<file path="src/rtl/lbus_pkg.sv">
package lbus_pkg;

  typedef enum logic [1:0] {
    ST_IDLE   = 2'd0,
    ST_SETUP  = 2'd1,
    ST_STROBE = 2'd2,
    ST_HOLD   = 2'd3
  } phase_e;

  // beat count legal range: 1 .. max_b
  function automatic logic len_in_range(input int unsigned beats, input int unsigned max_b);
    return (beats != 0) && (beats <= max_b);
  endfunction

  // region codes below n_rgn are mapped to a select
  function automatic logic rgn_valid(input int unsigned rgn, input int unsigned n_rgn);
    return rgn < n_rgn;
  endfunction

  // ROM regions occupy codes 0 .. n_rom-1
  function automatic logic rgn_is_rom(input int unsigned rgn, input int unsigned n_rom);
    return rgn < n_rom;
  endfunction

  // ROM select index driven by a ROM region code (code 0 -> highest index, boot)
  function automatic int unsigned rom_index(input int unsigned rgn, input int unsigned n_rom);
    return n_rom - 1 - rgn;
  endfunction

endpackage

</file>
<file path="src/rtl/lbus_sync.sv">
module lbus_sync #(
  parameter int STAGES = 2,
  parameter logic RST_VAL = 1'b1
) (
  input  logic clk,
  input  logic rst_n,
  input  logic d_in,
  output logic q_out
);
  logic [STAGES-1:0] chain;

  always_ff @(posedge clk or negedge rst_n) begin
    if (!rst_n) chain <= {STAGES{RST_VAL}};
    else        chain <= {chain[STAGES-2:0], d_in};
  end

  assign q_out = chain[STAGES-1];
endmodule

</file>
<file path="src/rtl/lbus_seq.sv">
module lbus_seq
  import lbus_pkg::*;
#(
  parameter int LEN_W     = 6,
  parameter int MAX_BEATS = 32,
  parameter int TW        = 4
) (
  input  logic             clk,
  input  logic             rst_n,
  input  logic             req_valid,
  input  logic             req_write,
  input  logic             req_burst_ok,
  input  logic             req_rgn_ok,
  input  logic [LEN_W-1:0] req_len,
  input  logic [TW-1:0]    cfg_setup,
  input  logic [TW-1:0]    cfg_strobe,
  input  logic [TW-1:0]    cfg_hold,
  input  logic             rdy_sync,
  output phase_e           phase,
  output logic             accept,
  output logic             reject,
  output logic             strobe_end,
  output logic             beat_adv,
  output logic             done,
  output logic             err
);
  logic [TW-1:0]    cnt;
  logic [TW-1:0]    setup_q, strobe_q, hold_q;
  logic [LEN_W-1:0] beats_left;
  logic             req_ok;
  logic             last_beat;
  logic             hold_end;

  assign req_ok     = req_rgn_ok && len_in_range(int'(req_len), MAX_BEATS);
  assign accept     = (phase == ST_IDLE) && req_valid && req_ok;
  assign reject     = (phase == ST_IDLE) && req_valid && !req_ok;
  assign strobe_end = (phase == ST_STROBE) && (cnt == '0) && rdy_sync;
  assign hold_end   = (phase == ST_HOLD) && (cnt == '0);
  assign last_beat  = (beats_left == LEN_W'(1));
  assign beat_adv   = hold_end && !last_beat;

  always_ff @(posedge clk or negedge rst_n) begin
    if (!rst_n) begin
      phase      <= ST_IDLE;
      cnt        <= '0;
      setup_q    <= '0;
      strobe_q   <= '0;
      hold_q     <= '0;
      beats_left <= '0;
      done       <= 1'b0;
      err        <= 1'b0;
    end else begin
      done <= 1'b0;
      err  <= 1'b0;
      unique case (phase)
        ST_IDLE: begin
          if (accept) begin
            setup_q    <= cfg_setup;
            strobe_q   <= cfg_strobe;
            hold_q     <= cfg_hold;
            cnt        <= cfg_setup;
            beats_left <= (req_burst_ok && !req_write) ? req_len : LEN_W'(1);
            phase      <= ST_SETUP;
          end else if (reject) begin
            err <= 1'b1;
          end
        end
        ST_SETUP: begin
          if (cnt == '0) begin
            cnt   <= strobe_q;
            phase <= ST_STROBE;
          end else begin
            cnt <= cnt - 1'b1;
          end
        end
        ST_STROBE: begin
          if (cnt != '0) begin
            cnt <= cnt - 1'b1;
          end else if (rdy_sync) begin
            cnt   <= hold_q;
            phase <= ST_HOLD;
          end
        end
        ST_HOLD: begin
          if (cnt != '0) begin
            cnt <= cnt - 1'b1;
          end else begin
            done <= 1'b1;
            if (last_beat) begin
              phase <= ST_IDLE;
            end else begin
              beats_left <= beats_left - 1'b1;
              cnt        <= setup_q;
              phase      <= ST_SETUP;
            end
          end
        end
        default: phase <= ST_IDLE;
      endcase
    end
  end

  // a rejected request leaves the sequencer idle
  p_reject_no_cycle_r10: assert property (@(posedge clk) disable iff (!rst_n)
    reject |=> (phase == ST_IDLE));

  // done is a single-cycle pulse
  p_done_single_r9: assert property (@(posedge clk) disable iff (!rst_n)
    done |=> !done);

  // strobe is never left before the minimum count has run out
  p_min_strobe_r5: assert property (@(posedge clk) disable iff (!rst_n)
    (phase == ST_STROBE && cnt != '0) |=> (phase == ST_STROBE));

endmodule

</file>
<file path="src/rtl/lbus_csdec.sv">
module lbus_csdec #(
  parameter int N_ROM = 2,
  parameter int N_IO  = 4,
  parameter int RGN_W = 3
) (
  input  logic             active,
  input  logic [RGN_W-1:0] region,
  input  logic             dma_mode,
  output logic [N_ROM-1:0] rom_cs_n,
  output logic [N_IO-1:0]  io_cs_n,
  output logic             dmack_n
);
  for (genvar gr = 0; gr < N_ROM; gr++) begin : g_rom
    // ROM region code 0 maps to the top select (boot region)
    localparam int CODE = N_ROM - 1 - gr;
    assign rom_cs_n[gr] = !(active && (int'(region) == CODE));
  end

  for (genvar gi = 0; gi < N_IO; gi++) begin : g_io
    localparam int CODE = N_ROM + gi;
    assign io_cs_n[gi] = !(active && !dma_mode && (int'(region) == CODE));
  end

  assign dmack_n = !(active && dma_mode);
endmodule

</file>
<file path="src/rtl/lbus_ctrl.sv">
module lbus_ctrl
  import lbus_pkg::*;
#(
  parameter int ADDR_W    = 32,
  parameter int DATA_W    = 16,
  parameter int LOW_W     = 5,
  parameter int LEN_W     = 6,
  parameter int MAX_BEATS = 32,
  parameter int TW        = 4,
  parameter int N_ROM     = 2,
  parameter int N_IO      = 4,
  parameter int RGN_W     = 3,
  localparam int N_RGN    = N_ROM + N_IO,
  localparam int SLOT_W   = 3 * TW
) (
  input  logic                    clk,
  input  logic                    rst_n,
  input  logic                    req_valid,
  input  logic                    req_write,
  input  logic                    req_dma,
  input  logic [RGN_W-1:0]        req_region,
  input  logic [LEN_W-1:0]        req_len,
  input  logic [ADDR_W-1:0]       req_addr,
  input  logic [DATA_W-1:0]       req_wdata,
  input  logic [N_RGN*SLOT_W-1:0] cfg_timing,
  output logic                    req_ready,
  output logic                    done,
  output logic                    err,
  output logic [DATA_W-1:0]       rd_data,
  output logic [N_ROM-1:0]        rom_cs_n,
  output logic [N_IO-1:0]         io_cs_n,
  output logic                    dmack_n,
  output logic                    rd_n,
  output logic                    wr_n,
  output logic [ADDR_W-1:0]       hi_addr,
  output logic [LOW_W-1:0]        low_addr,
  output logic [DATA_W-1:0]       io_dout,
  input  logic [DATA_W-1:0]       io_din,
  input  logic                    iordy,
  input  logic                    dmarq,
  output logic                    isolate,
  output logic                    buf_dir,
  output logic                    buf_en_n
);
  localparam int N_SLOT = 2 ** RGN_W;

  phase_e              phase;
  logic                accept, reject, strobe_end, beat_adv;
  logic                rdy_sync;
  logic                active, strobing, cs_any;
  logic                rgn_ok, burst_ok;
  logic [SLOT_W-1:0]   slot [N_SLOT];
  logic [SLOT_W-1:0]   slot_sel;
  logic [ADDR_W-1:0]   addr_q;
  logic [RGN_W-1:0]    region_q;
  logic [DATA_W-1:0]   wdata_q;
  logic                write_q, dma_q;

  // timing slots; unmapped codes read as zero
  for (genvar gs = 0; gs < N_SLOT; gs++) begin : g_slot
    if (gs < N_RGN) begin : g_map
      assign slot[gs] = cfg_timing[gs*SLOT_W +: SLOT_W];
    end else begin : g_zero
      assign slot[gs] = '0;
    end
  end

  assign slot_sel = slot[req_region];
  assign rgn_ok   = rgn_valid(int'(req_region), N_RGN);
  assign burst_ok = rgn_is_rom(int'(req_region), N_ROM);

  lbus_sync #(.STAGES(2), .RST_VAL(1'b1)) u_rdy_sync (
    .clk   (clk),
    .rst_n (rst_n),
    .d_in  (iordy),
    .q_out (rdy_sync)
  );

  lbus_seq #(.LEN_W(LEN_W), .MAX_BEATS(MAX_BEATS), .TW(TW)) u_seq (
    .clk          (clk),
    .rst_n        (rst_n),
    .req_valid    (req_valid),
    .req_write    (req_write),
    .req_burst_ok (burst_ok),
    .req_rgn_ok   (rgn_ok),
    .req_len      (req_len),
    .cfg_setup    (slot_sel[TW-1:0]),
    .cfg_strobe   (slot_sel[2*TW-1:TW]),
    .cfg_hold     (slot_sel[3*TW-1:2*TW]),
    .rdy_sync     (rdy_sync),
    .phase        (phase),
    .accept       (accept),
    .reject       (reject),
    .strobe_end   (strobe_end),
    .beat_adv     (beat_adv),
    .done         (done),
    .err          (err)
  );

  always_ff @(posedge clk or negedge rst_n) begin
    if (!rst_n) begin
      addr_q   <= '0;
      region_q <= '0;
      wdata_q  <= '0;
      write_q  <= 1'b0;
      dma_q    <= 1'b0;
      low_addr <= '0;
      rd_data  <= '0;
    end else begin
      if (accept) begin
        addr_q   <= req_addr;
        region_q <= req_region;
        wdata_q  <= req_wdata;
        write_q  <= req_write;
        dma_q    <= req_dma && dmarq && !burst_ok;
        low_addr <= req_addr[LOW_W-1:0];
      end else if (beat_adv) begin
        low_addr <= low_addr + 1'b1;
      end
      if (strobe_end && !write_q) rd_data <= io_din;
    end
  end

  assign active    = (phase != ST_IDLE);
  assign strobing  = (phase == ST_STROBE);
  assign req_ready = (phase == ST_IDLE);

  lbus_csdec #(.N_ROM(N_ROM), .N_IO(N_IO), .RGN_W(RGN_W)) u_csdec (
    .active   (active),
    .region   (region_q),
    .dma_mode (dma_q),
    .rom_cs_n (rom_cs_n),
    .io_cs_n  (io_cs_n),
    .dmack_n  (dmack_n)
  );

  assign cs_any   = !(&rom_cs_n) || !(&io_cs_n) || !dmack_n;
  assign rd_n     = !(strobing && !write_q);
  assign wr_n     = !(strobing && write_q);
  assign hi_addr  = active ? {addr_q[ADDR_W-1:LOW_W], {LOW_W{1'b0}}} : '0;
  assign io_dout  = wdata_q;
  assign isolate  = active;
  assign buf_dir  = active && write_q;
  assign buf_en_n = !strobing;

  // at most one select
  p_one_select_r1: assert property (@(posedge clk) disable iff (!rst_n)
    $onehot0({~rom_cs_n, ~io_cs_n, ~dmack_n}));

  // upper address frozen through a request
  p_hi_stable_r2: assert property (@(posedge clk) disable iff (!rst_n)
    (isolate && $past(isolate)) |-> $stable(hi_addr));

  // low address steady under a strobe
  p_low_steady_r3: assert property (@(posedge clk) disable iff (!rst_n)
    (!rd_n && $past(!rd_n)) |-> $stable(low_addr));

  // select already set up when a strobe starts, still held when it ends
  p_cs_before_strobe_r4: assert property (@(posedge clk) disable iff (!rst_n)
    ($fell(rd_n) || $fell(wr_n)) |-> $past(cs_any));
  p_cs_after_strobe_r4: assert property (@(posedge clk) disable iff (!rst_n)
    ($rose(rd_n) || $rose(wr_n)) |-> cs_any);

  // isolate covers every strobe
  p_isolate_r6: assert property (@(posedge clk) disable iff (!rst_n)
    (!rd_n || !wr_n) |-> isolate);

  // buffer enable only with a strobe
  p_buf_en_r7: assert property (@(posedge clk) disable iff (!rst_n)
    !buf_en_n |-> (!rd_n || !wr_n));

  // DMA acknowledge replaces the peripheral select
  p_dmack_r8: assert property (@(posedge clk) disable iff (!rst_n)
    !dmack_n |-> (&io_cs_n));

endmodule

</file>
<file path="config.mk">
export PLATFORM = sky130hd
export DESIGN_NAME = lbus_ctrl
export DESIGN_NICKNAME = d
export VERILOG_FILES = /design/src/rtl/lbus_pkg.sv /design/src/rtl/lbus_sync.sv /design/src/rtl/lbus_seq.sv /design/src/rtl/lbus_csdec.sv /design/src/rtl/lbus_ctrl.sv
export SDC_FILE = /design/constraint.sdc
export NUM_CORES = 1
export LEC_CHECK = 0
export ABC_CLOCK_PERIOD_IN_PS = 6430
export BUFFER_PORTS_ARGS = -buffer_cell sky130_fd_sc_hd__buf_4
export CAP_MARGIN = 30
export CORE_ASPECT_RATIO = 0.6
export CORE_MARGIN = 2
export CORE_UTILIZATION = 35
export CTS_CLUSTER_SIZE = 14
export DETAILED_ROUTE_END_ITERATION = 12
export GPL_ROUTABILITY_DRIVEN = 0
export PLACE_DENSITY_LB_ADDON = 0.12
export SETUP_SLACK_MARGIN = 0.3
export SLEW_MARGIN = 10
export SYNTH_ARGS = -nofsm -noshare
export SYNTH_HDL_FRONTEND = slang
export SYNTH_HIERARCHICAL = 1
export SYNTH_SLANG_ARGS = --single-unit
</file>
<file path="constraint.sdc">
create_clock -name clk -period 6.43 [get_ports clk]
set_input_delay 0.3215 -clock clk [delete_from_list [all_inputs] [get_ports clk]]
set_output_delay 0.3215 -clock clk [all_outputs]
set_load 0.1 [all_outputs]
</file>
==> flow_summary.json <==
{
  "critical_path_buf_inv_count": 3,
  "rsz0062_at_grt": "false",
  "cts_tree": "done",
  "route.met3.wl_mm": 1.24,
  "dpl-instance-area_um2": 7150,
  "path_max_fanout": 32,
  "rows": 34,
  "drt-initial-drc-count": 159,
  "clock_path_buffers": 2,
  "root_buffer": "clkbuf_16",
  "most-common-layout-cells": "buf_4, dfrtp_1, mux2_2, mux2i_1, nor2b_1",
  "wirelength_mm": 14.5,
  "wl_met1_mm": 6.48,
  "dieArea_um2": 16200,
  "ioPinCount": 236,
  "initial_core_util": 0.363,
  "wl_met2_mm": 6.66,
  "fmax_mhz": 297,
  "syn_area_per_cell_um2": 11.8,
  "hold_viol_final": 0,
  "worstSetupPathDepth": 6,
  "die_width_um": 163,
  "relSlewSlack": 0.490,
  "cts_made_buffers": 9,
  "clk_pin_slew_worst_paths_ns": 0.07,
  "track_usage": 0.183,
  "yosysWarnings": 6,
  "final_nets": 836,
  "cp_data_arrival_time_ns": 3.59,
  "worstSetupPathType": "flop to flop",
  "cts_htree_levels": 3,
  "syn_area_um2": 5330,
  "hold_depth": 1,
  "crit_chain": "inv_1 -> ha_1 -> nand4_1 -> inv_2 -> buf_4 -> mux2_2",
  "regToRegSetupSlack_ns": 3.06,
  "clk_latency_ns": 0.34,
  "route.detailed.drc": 0,
  "final_common_cell": "buf_4",
  "period_needed_ns": 3.37,
  "syn_inst": 453,
  "grt_pass1_vias": 4625,
  "drive_above_1_share": 0.526,
  "fin_tns_setup_ns": 0,
  "vias": 4259,
  "finalCritPeriodShare": 0.524,
  "highest_layer": "met4",
  "dp_worst_setup_slack_ns": 2.68,
  "antenna_found_initial": 0,
  "grt_max_degree": 45,
  "ant_nets": 0,
  "finalSetupViolCount": 0,
  "areaGrowthSynthToFinish_pct": 40.2,
  "cts_sinks": 97,
  "place_hpwl_mm": 11.2,
  "hold_path_class": "primary input to flop",
  "slowest_delay_ns": 0.72,
  "critPathRequiredTime_ns": 6.65,
  "cts_setup_buffers": 0,
  "skew_ns": 0.0111,
  "portBuffers": 230,
  "firstDrtPassIters": 4,
  "slew_violations": 0,
  "avgViaCountPerCell": 4.86,
  "end_kind": "flop",
  "die_h_um": 99.5,
  "grt_pass1_wl_mm": 23.4,
  "diodes": 0,
  "wl_per_cell_um": 16.5,
  "critPathTopFamily": "buffers and inverters",
  "worst_pin_slew_ns": 0.763,
  "max_cap_violations": 0,
  "setup_slack_ns": 3.06,
  "status": "finished, final reports clean",
  "reg2regPathDepth": 6,
  "core_area_um2": 14700,
  "startpoint_type": "flop",
  "final_cell_area_um2": 7470,
  "slowest_stage": "inv_2",
  "gr-total-overflow": 0
}
worst paths after layout:
kind                                          startpoint                            end
hold reg to reg            u_rdy_sync/chain[0]$_DFF_PN1_  u_rdy_sync/chain[1]$_DFF_PN1_
hold / removal                                     iordy  u_rdy_sync/chain[0]$_DFF_PN1_
setup / recovery              u_seq/phase[1]$_DFFE_PN0P_        io_dout[12]$_DFFE_PN0P_
max in group asynchronous                          rst_n         addr_q[17]$_DFFE_PN0P_
setup reg to reg              u_seq/phase[1]$_DFFE_PN0P_        io_dout[12]$_DFFE_PN0P_
min in group asynchronous                          rst_n        low_addr[4]$_DFFE_PN0P_
state kept, by name (all words and copies together), names as in the netlist:
| name | flops |
|---|---|
| addr_q | 27 |
| dma_q | 1 |
| io_dout | 16 |
| low_addr | 5 |
| rd_data | 16 |
| region_q | 3 |
| u_rdy_sync/chain | 2 |
| u_seq/beats_left | 6 |
| u_seq/cnt | 4 |
| u_seq/done | 1 |
| u_seq/err | 1 |
| u_seq/hold_q | 4 |
| u_seq/phase | 2 |
| u_seq/setup_q | 4 |
| u_seq/strobe_q | 4 |
| write_q | 1 |
cell type report:
| class | instances | area (um^2) |
|---|---|---|
| well taps | 198 | 248 |
| flip-flops and latches | 97 | 2430 |
| repair buffers | 236 | 1800 |
| inverters | 13 | 48.8 |
| fillers | 1331 | 7210 |
| clock inverters | 6 | 51.3 |
| clock buffers | 10 | 239 |
| multi-input cells | 317 | 2650 |
routing by layer:
metal | track usage | vias to the layer above
met5 | 0 | -
met1 | 0.234 | 2072
met3 | 0.0751 | 7
li1 | - | 2052
met4 | 0.0347 | 0
met2 | 0.293 | 128
per-stage QoR:
step / cells / hold WS (ns) / utilization
final: 877 / 0.0899 / 0.509
after global routing: 877 / 0.0716 / 0.509
after CTS: 876 / 0.0758 / 0.508
after detailed placement: 859 / 0.217 / 0.487
after global placement: 858 / 0.217 / 0.485
after floorplan: 457 / 0.0259 / -
what timing repair did:
item | in CTS | in global routing
gates resized for setup | 0 | 0
endpoints found under the hold margin | 19 | 0
hold buffers | 1 | 0
Power is left out: the tool's default activity adds up to more than one toggle a clock period on the data nets, which glitch-free logic cannot reach.
